### src/rtl/evt_pkg.sv
package evt_pkg;

  // Register select codes used on reg_addr
  typedef enum logic [1:0] {
    SEL_COMP = 2'd0,
    SEL_CFG  = 2'd1,
    SEL_STAT = 2'd2,
    SEL_NONE = 2'd3
  } reg_sel_e;

  // Channel configuration; packed order gives bit2=periodic, bit1=level, bit0=en
  typedef struct packed {
    logic periodic;
    logic level;
    logic en;
  } tcfg_t;

  localparam int CFG_W = $bits(tcfg_t);

endpackage

### src/rtl/evt_cmp_unit.sv
module evt_cmp_unit #(
  parameter int TW = 32
) (
  input  logic          clk,
  input  logic          rst_n,
  input  logic          load,
  input  logic [TW-1:0] load_val,
  input  logic          tick,
  input  logic [TW-1:0] cnt,
  input  logic          periodic,
  output logic [TW-1:0] comp,
  output logic [TW-1:0] period,
  output logic          match
);

  logic [TW-1:0] comp_q;
  logic [TW-1:0] period_q;
  logic [TW-1:0] comp_next_sum;

  // Match against the registered comparator only; a write this cycle is not seen
  assign match         = tick && (cnt == comp_q);
  assign comp_next_sum = comp_q + period_q;

  always_ff @(posedge clk) begin
    if (!rst_n) begin
      comp_q   <= '1;
      period_q <= '0;
    end else if (load) begin
      comp_q   <= load_val;
      period_q <= load_val;
    end else if (match && periodic) begin
      comp_q   <= comp_next_sum;
    end
  end

  assign comp   = comp_q;
  assign period = period_q;

endmodule

### src/rtl/evt_status.sv
module evt_status (
  input  logic clk,
  input  logic rst_n,
  input  logic set,
  input  logic clr,
  output logic sts
);

  logic sts_q;

  always_ff @(posedge clk) begin
    if (!rst_n)   sts_q <= 1'b0;
    else if (set) sts_q <= 1'b1;
    else if (clr) sts_q <= 1'b0;
  end

  assign sts = sts_q;

endmodule

### src/rtl/evt_irq_gen.sv
module evt_irq_gen (
  input  logic clk,
  input  logic rst_n,
  input  logic match,
  input  logic en,
  input  logic level,
  input  logic sts,
  output logic irq
);

  logic pulse_q;

  always_ff @(posedge clk) begin
    if (!rst_n) pulse_q <= 1'b0;
    else        pulse_q <= match && en && !level;
  end

  assign irq = pulse_q || (en && level && sts);

endmodule

### src/rtl/evt_timer_chan.sv
module evt_timer_chan #(
  parameter int TW = 32
) (
  input  logic          clk,
  input  logic          rst_n,
  input  logic          cnt_tick,
  input  logic [TW-1:0] cnt_val,
  input  logic          reg_wr,
  input  logic [1:0]    reg_addr,
  input  logic [TW-1:0] reg_wdata,
  output logic [TW-1:0] reg_rdata,
  output logic          irq
);
  import evt_pkg::*;

  reg_sel_e      sel;
  tcfg_t         cfg_q;
  logic          wr_comp, wr_cfg, wr_stat;
  logic [TW-1:0] comp_w, period_w;
  logic          match_w;
  logic          sts_w;

  assign sel     = reg_sel_e'(reg_addr);
  assign wr_comp = reg_wr && (sel == SEL_COMP);
  assign wr_cfg  = reg_wr && (sel == SEL_CFG);
  assign wr_stat = reg_wr && (sel == SEL_STAT);

  always_ff @(posedge clk) begin
    if (!rst_n)      cfg_q <= '0;
    else if (wr_cfg) cfg_q <= tcfg_t'(reg_wdata[CFG_W-1:0]);
  end

  evt_cmp_unit #(.TW(TW)) u_cmp (
    .clk      (clk),
    .rst_n    (rst_n),
    .load     (wr_comp),
    .load_val (reg_wdata),
    .tick     (cnt_tick),
    .cnt      (cnt_val),
    .periodic (cfg_q.periodic),
    .comp     (comp_w),
    .period   (period_w),
    .match    (match_w)
  );

  evt_status u_sts (
    .clk   (clk),
    .rst_n (rst_n),
    .set   (match_w),
    .clr   (wr_stat && reg_wdata[0]),
    .sts   (sts_w)
  );

  evt_irq_gen u_irq (
    .clk   (clk),
    .rst_n (rst_n),
    .match (match_w),
    .en    (cfg_q.en),
    .level (cfg_q.level),
    .sts   (sts_w),
    .irq   (irq)
  );

  always_comb begin
    reg_rdata = '0;
    unique case (sel)
      SEL_COMP: reg_rdata = comp_w;
      SEL_CFG:  reg_rdata[CFG_W-1:0] = cfg_q;
      SEL_STAT: reg_rdata[0] = sts_w;
      SEL_NONE: reg_rdata = '0;
    endcase
  end

endmodule

### config.mk
export PLATFORM = sky130hd
export DESIGN_NAME = evt_timer_chan
export DESIGN_NICKNAME = d
export VERILOG_FILES = /design/src/rtl/evt_pkg.sv /design/src/rtl/evt_cmp_unit.sv /design/src/rtl/evt_status.sv /design/src/rtl/evt_irq_gen.sv /design/src/rtl/evt_timer_chan.sv
export SDC_FILE = /design/constraint.sdc
export NUM_CORES = 1
export LEC_CHECK = 0
export BUFFER_PORTS_ARGS = -buffer_cell sky130_fd_sc_hd__buf_2
export CAP_MARGIN = 40
export CELL_PAD_IN_SITES_DETAIL_PLACEMENT = 1
export CELL_PAD_IN_SITES_GLOBAL_PLACEMENT = 1
export CORE_MARGIN = 2
export CORE_UTILIZATION = 42
export CTS_BUF_LIST = sky130_fd_sc_hd__clkbuf_4
export CTS_CLUSTER_SIZE = 12
export DETAILED_ROUTE_END_ITERATION = 10
export GPL_TIMING_DRIVEN = 0
export PLACE_DENSITY = 0.82
export SLEW_MARGIN = 20
export SYNTH_ARGS = -nofsm -noshare
export SYNTH_HDL_FRONTEND = slang
export SYNTH_SLANG_ARGS = --single-unit
### constraint.sdc
create_clock -name clk -period 4 [get_ports clk]
set_input_delay 0.8 -clock clk [delete_from_list [all_inputs] [get_ports clk]]
set_output_delay 0.8 -clock clk [all_outputs]
set_load 0.02 [all_outputs]
==> flow_summary.toml <==
[timing]
setup_viol = 0
min_period_ps = 3310
clock_skew_ps = 31.2
hold_viol_final = 0
fin_crit_sh = 0.827
maxSlewViolCount = 0
rsz0062_at_grt = "false"
relSlewSlack = 0.448
whs_ps = 485
clock.fmax_mhz = 302
setup_tns_ps = 0
worst_pin_slew_ps = 828

[drt]
drt_iter0_drc = 238
vias = 5100
first_pass_iters = 8
postRouteWirelength_mm = 18.1
viasPerCell = 5.82
ant_nets = 0
post_drt_wl_per_cell_um = 20.7
drc = 4

[layout]
nets = 830
area_growth_pct = 16.0
fillers = 1494
final_common_cell = "buf_2"
num_antenna_cells = 0
mostFrequentLayoutCells = "buf_2, nand2_1, dfxtp_1, xnor2_1, a21boi_0"
final_util = 0.504
drive_gt1_frac = 0.198
instances_no_fill = 876

[cts]
holdBufCountCts = 0
clk_latency_ps = 460
cts_setup_buffers = 0
cts_buffers = 9
htreeDepth = 3
clock-sinks = 69
cts_buffer_depth = 2
clkTransAtPathRegs_ps = 130
cts-root-buf = "clkbuf_4"
post_cts_resized = 0
tritoncts = "yes"

[power_and_ir_drop]
p_int_uw = 1160
clockPowerShare = 0.260
combPwrFrac = 0.326
p_leak_uw = 0.00250
total_power_uw = 1800
swShare = 0.358
p_per_area_nw_per_um2 = 311
irDropWorstVdd_v = 0.000163
p_sw_uw = 645
seqPwrFrac = 0.414

[synth]
synthAdderAreaFrac = 0.0816
synth_xor_area_frac = 0.0998
synth_cell_type_count = 58
syn_area_um2 = 5000
synth_top_family_by_area = "compound AO/OA/AOI/OAI gates"
synthFlopType = "dfxtp_1"
synth_mux_area_frac = 0.0400
avgSynthCellArea_um2 = 8.08
synth-seq-area-share = 0.276
synth_edf_count = 0
syn_inst = 619
synth-simple-area-share = 0.216
ys_seq_elements = 69
yosys_warnings = 0
postSynth.asyncResetShare = 0
synth_compound_area_frac = 0.253
syn-num-nets = 721

[setup_path]
path_cells = "ha_1 -> fa_1 -> a211oi_2 -> o21ai_1 -> a31oi_4 -> a21oi_1 -> nor2_2 -> o311ai_2 -> a311oi_2 -> mux2i_1 -> a41oi_2"
cp.depth = 11
cp-startpoint = "u_cmp.comp[0]"
crit_path_end = "u_cmp.comp[28]"
crit_buf_inv = 0
regToRegSetupSlack_ps = 690
reg2reg_depth = 11
critPathSlowestCell = "fa_1"
worst_setup_path_end_kind = "flip-flop"
critPathMaxStageDelay_ps = 450
r2r_end = "u_cmp.comp[28]"
reg2reg_from = "u_cmp.comp[0]"
critical_path_arrival_ps = 3620
cp_max_fo = 4
critPathKind = "flip-flop to flip-flop"
crit_family = "compound AO/OA/AOI/OAI gates"
critPathRequiredTime_ps = 4320
startpoint_type = "flip-flop"

[grt]
grt_pass1_wl_mm = 28.4
grt_max_degree = 12
overflow = 0
grt_usage = 0.287
grt_pass1_vias = 5302
antenna_found_initial = 0

[floorplan]
boundaryPins = 103
dieWidth_um = 113
start_util = 0.434
row_count = 39
core_area_um2 = 11500
dieArea_um2 = 12800
die_h_um = 113

[flow_run]
drv_cap = 0

[hold_path]
worstHoldPathType = "flip-flop to flip-flop"

[placement]
hpwl_mm = 14.1
dp_cells = 860
gp_congestion = 0.976
portBuffers = 98

[run_status]
violations = "design-rule violations"
outcome = "finished, violations left"
state kept, by name, summed over array words and instances (netlist names):
name and count:
u_cmp.comp 32, u_cmp.period 32, cfg_q 3, u_irq.pulse_q 1, u_sts.sts 1
synth_stat cells, types with 4 or more instances:
master | n | share of area
nand2_1 | 98 | 0.074
dfxtp_1 | 69 | 0.28
xnor2_1 | 42 | 0.074
a21boi_0 | 36 | 0.054
and2_1 | 35 | 0.044
nor2_1 | 33 | 0.025
ha_1 | 31 | 0.078
a21oi_1 | 28 | 0.028
a21o_1 | 23 | 0.035
clkbuf_1 | 22 | 0.017
mux2i_1 | 20 | 0.040
o21ai_0 | 19 | 0.019
o211ai_1 | 16 | 0.024
xor2_1 | 15 | 0.026
nand3_1 | 13 | 0.013
nand4_1 | 11 | 0.014
o21ai_1 | 11 | 0.011
a211oi_1 | 10 | 0.015
buf_2 | 10 | 0.010
nor3_1 | 7 | 0.0070
and3_1 | 5 | 0.0063
inv_1 | 5 | 0.0038
nor2b_1 | 5 | 0.0063
buf_1 | 4 | 0.0030
or3_1 | 4 | 0.0050
power by group through the flow:
stage,logic [uW],registers (uW),clock network (uW)
4_1_cts,584,745,474
6_report,588,745,469
2_1_floorplan,415,747,0
3_3_place_gp,561,758,0
3_5_place_dp,578,760,0
5_1_grt,641,749,505
routing by layer:
metal | routed length, um | share of wire | track usage | vias to the layer above
li1 | - | - | - | 2413
met1 | 7910 | 0.44 | 0.357 | 2507
met2 | 8710 | 0.48 | 0.487 | 139
met3 | 898 | 0.050 | 0.0477 | 41
met4 | 589 | 0.033 | 0.125 | 0
met5 | 0 | 0 | 0 | -
final cells by class:
type / count / area, um^2 / area share
well taps: 143 / 179 / 0.0309
plain buffers: 36 / 148 / 0.0255
flip-flops and latches: 69 / 1380 / 0.238
inverters: 5 / 18.8 / 0.00324
clock buffers: 10 / 75.1 / 0.0129
clock inverters: 6 / 53.8 / 0.00928
multi-input cells: 509 / 3450 / 0.595
repair buffers: 98 / 490 / 0.0846
logic make-up after synthesis:
| group | count (synthesis) |
|---|---|
| AND/OR/NAND/NOR | 226 |
| AO/OA/AOI/OAI | 174 |
| flip-flops | 69 |
| XOR/XNOR | 57 |
| buffers and inverters | 41 |
| adder cells (fa/ha/maj) | 32 |
| multiplexers | 20 |
worst register-to-register path: cells and delay by family (launching register included):
| family | cells | cell delay (ps) |
|---|---|---|
| flip-flops | 1 | 380 |
| multiplexers | 1 | 290 |
| AO/OA/AOI/OAI | 7 | 1530 |
| AND/OR/NAND/NOR | 1 | 270 |
| adder cells (fa/ha/maj) | 2 | 710 |
metrics by stage:
stage | worst slack (ps) | instance area, um^2
6_report | 692 | 5800
4_1_cts | 734 | 5800
3_5_place_dp | 529 | 5670
5_1_grt | 576 | 5800
2_1_floorplan | 1230 | 5000
3_3_place_gp | 615 | 5670
worst min path at each step:
stage               cells past startpoint  slack (ps)          endpoint              from
finish                                  2         490  u_cmp.period[13]  u_cmp.period[13]
global route                            2         510   u_cmp.period[2]   u_cmp.period[2]
CTS                                     2         480  u_cmp.period[13]  u_cmp.period[13]
detailed placement                      2         470  u_cmp.period[13]  u_cmp.period[13]
global placement                        2         460  u_cmp.period[25]  u_cmp.period[25]
floorplan                               2         440     u_irq.pulse_q          cfg_q[0]
(Power assumes the default switching activity.)
